<file path="src/rtl/cmdreg_pkg.sv">
package cmdreg_pkg;
    parameter int unsigned NUM_CH  = 4;
    parameter int unsigned NUM_GRP = 2;
    parameter int unsigned NUM_PIN = 2;
    parameter int unsigned WORD_W  = 16;

    localparam int unsigned PIN_LSB   = 0;
    localparam int unsigned GAIN_LSB  = PIN_LSB + NUM_PIN;
    localparam int unsigned PD_LSB    = GAIN_LSB + NUM_CH;
    localparam int unsigned QUIET_BIT = PD_LSB + NUM_GRP;
    localparam int unsigned LOAD_BIT  = QUIET_BIT + 1;
    localparam int unsigned SRST_BIT  = LOAD_BIT + 1;

    typedef struct packed {
        logic               quiet;
        logic [NUM_GRP-1:0] pd;
        logic [NUM_CH-1:0]  gain;
        logic [NUM_PIN-1:0] pin_rel;
    } ctrl_t;

    function automatic ctrl_t ctrl_default();
        ctrl_t c;
        c.quiet   = 1'b0;
        c.pd      = '0;
        c.gain    = '1;
        c.pin_rel = '1;
        return c;
    endfunction

    function automatic ctrl_t ctrl_unpack(logic [WORD_W-1:0] w);
        ctrl_t c;
        c.quiet   = w[QUIET_BIT];
        c.pd      = w[PD_LSB +: NUM_GRP];
        c.gain    = w[GAIN_LSB +: NUM_CH];
        c.pin_rel = w[PIN_LSB +: NUM_PIN];
        return c;
    endfunction

    function automatic logic [WORD_W-1:0] ctrl_pack(ctrl_t c, logic [NUM_PIN-1:0] pins);
        logic [WORD_W-1:0] w;
        w = '0;
        w[QUIET_BIT]          = c.quiet;
        w[PD_LSB +: NUM_GRP]  = c.pd;
        w[GAIN_LSB +: NUM_CH] = c.gain;
        w[PIN_LSB +: NUM_PIN] = pins;
        return w;
    endfunction
endpackage

</file>
<file path="src/rtl/cmdreg_fields.sv">
module cmdreg_fields
    import cmdreg_pkg::*;
(
    input  logic              clk,
    input  logic              rst,
    input  logic              wr_en,
    input  logic [WORD_W-1:0] wr_data,
    output ctrl_t             ctrl,
    output logic              load_pulse,
    output logic              srst_pulse
);
    always_ff @(posedge clk) begin
        if (rst) begin
            ctrl       <= ctrl_default();
            load_pulse <= 1'b0;
            srst_pulse <= 1'b0;
        end else begin
            load_pulse <= 1'b0;
            srst_pulse <= 1'b0;
            if (wr_en) begin
                if (wr_data[SRST_BIT]) begin
                    ctrl       <= ctrl_default();
                    srst_pulse <= 1'b1;
                end else begin
                    ctrl       <= ctrl_unpack(wr_data);
                    load_pulse <= wr_data[LOAD_BIT];
                end
            end
        end
    end
endmodule

</file>
<file path="src/rtl/cmdreg_wake.sv">
module cmdreg_wake #(
    parameter int unsigned WAKE_CYCLES = 6250
) (
    input  logic clk,
    input  logic rst,
    input  logic pd,
    output logic ready
);
    localparam int unsigned CW = $clog2(WAKE_CYCLES + 1);

    logic [CW-1:0] cnt;
    logic          settled;

    always_ff @(posedge clk) begin
        if (rst) begin
            settled <= 1'b1;
            cnt     <= '0;
        end else if (pd) begin
            settled <= 1'b0;
            cnt     <= '0;
        end else if (!settled) begin
            if (cnt == CW'(WAKE_CYCLES - 1)) settled <= 1'b1;
            else                             cnt     <= cnt + 1'b1;
        end
    end

    assign ready = settled & ~pd;
endmodule

</file>
<file path="src/rtl/cmdreg_pad.sv">
module cmdreg_pad
    import cmdreg_pkg::*;
(
    input  logic [NUM_PIN-1:0] pin_rel,
    output logic [NUM_PIN-1:0] drive_low
);
    for (genvar i = 0; i < NUM_PIN; i++) begin : g_pin
        assign drive_low[i] = ~pin_rel[i];
    end
endmodule

</file>
<file path="src/rtl/dac_cmd_reg.sv">
module dac_cmd_reg
    import cmdreg_pkg::*;
#(
    parameter int unsigned WAKE_CYCLES = 6250
) (
    input  logic               clk,
    input  logic               rst,
    input  logic               wr_en,
    input  logic [WORD_W-1:0]  wr_data,
    output logic [WORD_W-1:0]  rd_data,
    input  logic [NUM_PIN-1:0] gpio_in,
    output logic [NUM_PIN-1:0] gpio_drive_low,
    output logic [NUM_CH-1:0]  gain_x4,
    output logic [NUM_GRP-1:0] grp_pd,
    output logic [NUM_GRP-1:0] grp_ready,
    output logic               sdo_off,
    output logic               load_pulse,
    output logic               srst_pulse
);
    ctrl_t ctrl;

    cmdreg_fields u_fields (
        .clk        (clk),
        .rst        (rst),
        .wr_en      (wr_en),
        .wr_data    (wr_data),
        .ctrl       (ctrl),
        .load_pulse (load_pulse),
        .srst_pulse (srst_pulse)
    );

    for (genvar g = 0; g < NUM_GRP; g++) begin : g_grp
        cmdreg_wake #(.WAKE_CYCLES(WAKE_CYCLES)) u_wake (
            .clk   (clk),
            .rst   (rst),
            .pd    (ctrl.pd[g]),
            .ready (grp_ready[g])
        );
    end

    cmdreg_pad u_pad (
        .pin_rel   (ctrl.pin_rel),
        .drive_low (gpio_drive_low)
    );

    assign gain_x4 = ctrl.gain;
    assign grp_pd  = ctrl.pd;
    assign sdo_off = ctrl.quiet;
    assign rd_data = ctrl_pack(ctrl, gpio_in);
endmodule

</file>
<file path="config.mk">
export PLATFORM = sky130hd
export DESIGN_NAME = dac_cmd_reg
export DESIGN_NICKNAME = d
export VERILOG_FILES = /design/src/rtl/cmdreg_pkg.sv /design/src/rtl/cmdreg_fields.sv /design/src/rtl/cmdreg_wake.sv /design/src/rtl/cmdreg_pad.sv /design/src/rtl/dac_cmd_reg.sv
export SDC_FILE = /design/constraint.sdc
export NUM_CORES = 1
export LEC_CHECK = 0
export BUFFER_PORTS_ARGS = -buffer_cell sky130_fd_sc_hd__buf_2
export CAP_MARGIN = 5
export CORE_AREA = 5 5 61 104
export DETAILED_ROUTE_END_ITERATION = 16
export DIE_AREA = 0 0 66 109
export MAX_ROUTING_LAYER = met4
export SLEW_MARGIN = 25
export SYNTH_ARGS = -nofsm -noshare
export SYNTH_HDL_FRONTEND = slang
export SYNTH_SLANG_ARGS = --single-unit
</file>
<file path="constraint.sdc">
create_clock -name clk -period 3.2 [get_ports clk]
set_clock_uncertainty 0.15 [all_clocks]
set_input_delay 0.32 -clock clk [delete_from_list [all_inputs] [get_ports clk]]
set_output_delay 0.32 -clock clk [all_outputs]
set_load 0.02 [all_outputs]
</file>
==> flow_metrics.py <==
metrics = {
    "logic_synthesis": {
        "synth_area_sq_um": 2080,
        "syn_inst": 231,
        "synth_warnings": 0,
        "synthFlopType": "dfxtp_1",
        "synth-edff-count": 0,
        "synth.avg_cell_area_sq_um": 9.00,
        "async_flop_share_pct": 0,
        "yosysUniqueCellTypes": 49,
        "ys_seq_area_share_pct": 37.6,
        "ys_seq_elements": 39,
    },
    "clock_tree": {
        "cts_setup_buffers": 0,
        "cts_tree": "done",
        "cts_buffers": 5,
        "root_buffer": "clkbuf_8",
        "clockBufferDepth": 2,
        "cts_resized": 0,
        "clk_latency_ns": 0.30,
        "ctsHoldBuffers": 0,
        "htree_levels": 2,
        "cts.sinks": 39,
        "clk_pin_slew_ns": 0.08,
    },
    "cells_and_area": {
        "drive_gt1_share_pct": 19.8,
        "layout_commonest_cell": "dfxtp_1",
        "diodes": 0,
        "nNetsFinal": 271,
        "final_cell_mix": "dfxtp_1 (39), buf_2 (33), nand2_1 (12), a21oi_1 (12)",
        "final_cells": 323,
        "fin_util_pct": 41.6,
        "syn_to_final_growth_pct": 9.09,
    },
    "floorplan": {
        "coreArea_sq_um": 5450,
        "num_io_pins": 50,
        "die_w_um": 66,
        "initial_utilization_pct": 38.1,
        "dieArea_sq_um": 7190,
        "rows": 36,
        "die_h_um": 109,
    },
    "timing": {
        "rsz0062_at_grt": "no",
        "fin_crit_ns": 1.81,
        "max_clock_freq_mhz": 552,
        "timing.final.hold_violations": 0,
        "fin_tns_setup_ns": 0,
        "maxSlewViolCount": 0,
        "post-route-period-util_pct": 56.6,
        "worst_slew_pin_slew_ns": 0.630,
        "setup_ws_ns": 1.39,
        "slew_headroom_pct": 57.5,
        "setup_viol": 0,
    },
    "power_and_ir_drop": {
        "leakagePower_nw": 0.875,
        "power_density_nw_per_um2": 446,
        "totalPowerFinal_mw": 1.01,
        "vdd.ir_drop.worst_mv": 0.229,
    },
    "grt": {
        "grt_most_used_layer": "met2",
        "use_met2_pct": 25.0,
        "grt.total_usage_pct": 13.9,
        "met3_usage_pct": 2.89,
        "grtUsageMet1_pct": 13.8,
        "grt_pass1_vias": 1631,
        "grt_max_degree": 28,
        "overflow": 0,
        "grt_pass1_wl_um": 7500,
        "antenna_found_initial": 0,
    },
    "drt": {
        "avgViaCountPerCell": 5.13,
        "drt-total-wl_um": 4390,
        "drc": 0,
        "vias": 1656,
        "ant_nets": 0,
        "drt-initial-drc-count": 56,
        "wl_per_cell_um": 13.6,
        "firstDrtPassIters": 4,
    },
    "placed_design": {
        "hpwl_um": 3270,
        "portBuffers": 33,
        "gp_congestion": 0.746,
        "dp_slack_ns": 1.42,
        "dp_cells": 315,
    },
    "hold_path": {
        "hp-class": "in2reg",
    },
    "setup_path": {
        "crit_required_ns": 3.25,
        "critPathLaunchType": "flop",
        "cp-end-kind": "flop",
        "cp_max_fo": 7,
        "worstSetupPathType": "reg2reg",
        "cp.arrival_ns": 1.86,
    },
    "status": {
        "run_status": "finished, final reports clean",
    },
    "run": {
        "max_cap_violations": 0,
    },
}
## routing by layer
layer | part of all wire [%] | vias up
met5 | 0 | -
met1 | 39 | 774
met3 | 2.9 | 7
met4 | 2.2 | 0
met2 | 56 | 20
li1 | - | 855
## metrics by stage
step,cell area [sq um],hold WS (ns)
after global routing,2270,0.0846
after CTS,2270,0.0680
after detailed placement,2150,0.316
final,2270,0.0854
after global placement,2150,0.303
after floorplan,2100,0.246
## report_power, final
part | switching, mW | internal [mW] | leakage (nW) | total [mW]
Combinational | 0.0531 | 0.0338 | 0.501 | 0.0869
Sequential | 0.0144 | 0.495 | 0.316 | 0.510
Clock | 0.184 | 0.232 | 0.0581 | 0.416
## synth_stat cells (3+ instances only)
cell	count	area share, %
or3_1	10	3.0
nand2_1	12	2.2
nor4_1	4	1.2
o22ai_1	8	2.4
xor2_1	3	1.3
buf_4	24	8.7
o311ai_0	3	1.3
nor2_1	8	1.4
nand4b_1	5	2.1
and4b_1	3	1.4
and3_1	3	0.90
mux2i_1	5	2.4
nand3b_1	3	1.1
nand2b_1	9	2.7
or4_1	7	2.5
dfxtp_1	39	38
a21oi_1	12	2.9
ha_1	4	2.4
nor2b_1	5	1.5
o21ai_0	3	0.72
clkbuf_1	7	1.3
o31ai_1	5	1.8
a211o_1	3	1.3
inv_1	10	1.8
## flip-flops by register name, indices dropped and copies added, names as in the netlist
register / flops
u_fields.ctrl: 9
g_grp.u_wake.settled: 2
g_grp.u_wake.cnt: 26
u_fields.srst_pulse: 1
u_fields.load_pulse: 1
## critical path, cell delays in order, from the launching register on
cell,delay (ns)
dfxtp_1,0.46
ha_1,0.26
or4b_1,0.48
a211o_1,0.29
o311ai_0,0.09
## logic make-up after synthesis
kind of cell    share of synthesized area [%]
fa+ha+maj                                2.41
buf+inv                                  11.7
compound gates                           15.5
flops                                    37.6
simple gates                             28.1
other cells                             0.180
xor+xnor                                 2.11
mux                                      2.41
## final timing paths
kind | startpoint | endpoint | slack [ns] | cells after the start
worst min-delay path | wr_data[10] | u_fields.load_pulse$_SDFF_PP0_ | 0.09 | 2
worst max-delay path | g_grp[0].u_wake.cnt[0]$_SDFFE_PP0P_ | g_grp[0].u_wake.cnt[2]$_SDFFE_PP0P_ | 1.39 | 4
worst min register to register | g_grp[1].u_wake.cnt[12]$_SDFFE_PP0P_ | g_grp[1].u_wake.cnt[12]$_SDFFE_PP0P_ | 0.32 | 2
worst max register to register | g_grp[0].u_wake.cnt[0]$_SDFFE_PP0P_ | g_grp[0].u_wake.cnt[2]$_SDFFE_PP0P_ | 1.39 | 4
## area by class of cell
class	count	area [sq um]
Timing Repair Buffer	33	165
Clock buffer	5	68.8
Clock inverter	3	43.8
Tap cell	76	95.1
Inverter	10	37.5
Multi-Input combinational cell	157	1080
Fill cell	572	3180
Sequential cell	39	781
Note: power is estimated with default switching activity, not from simulation.
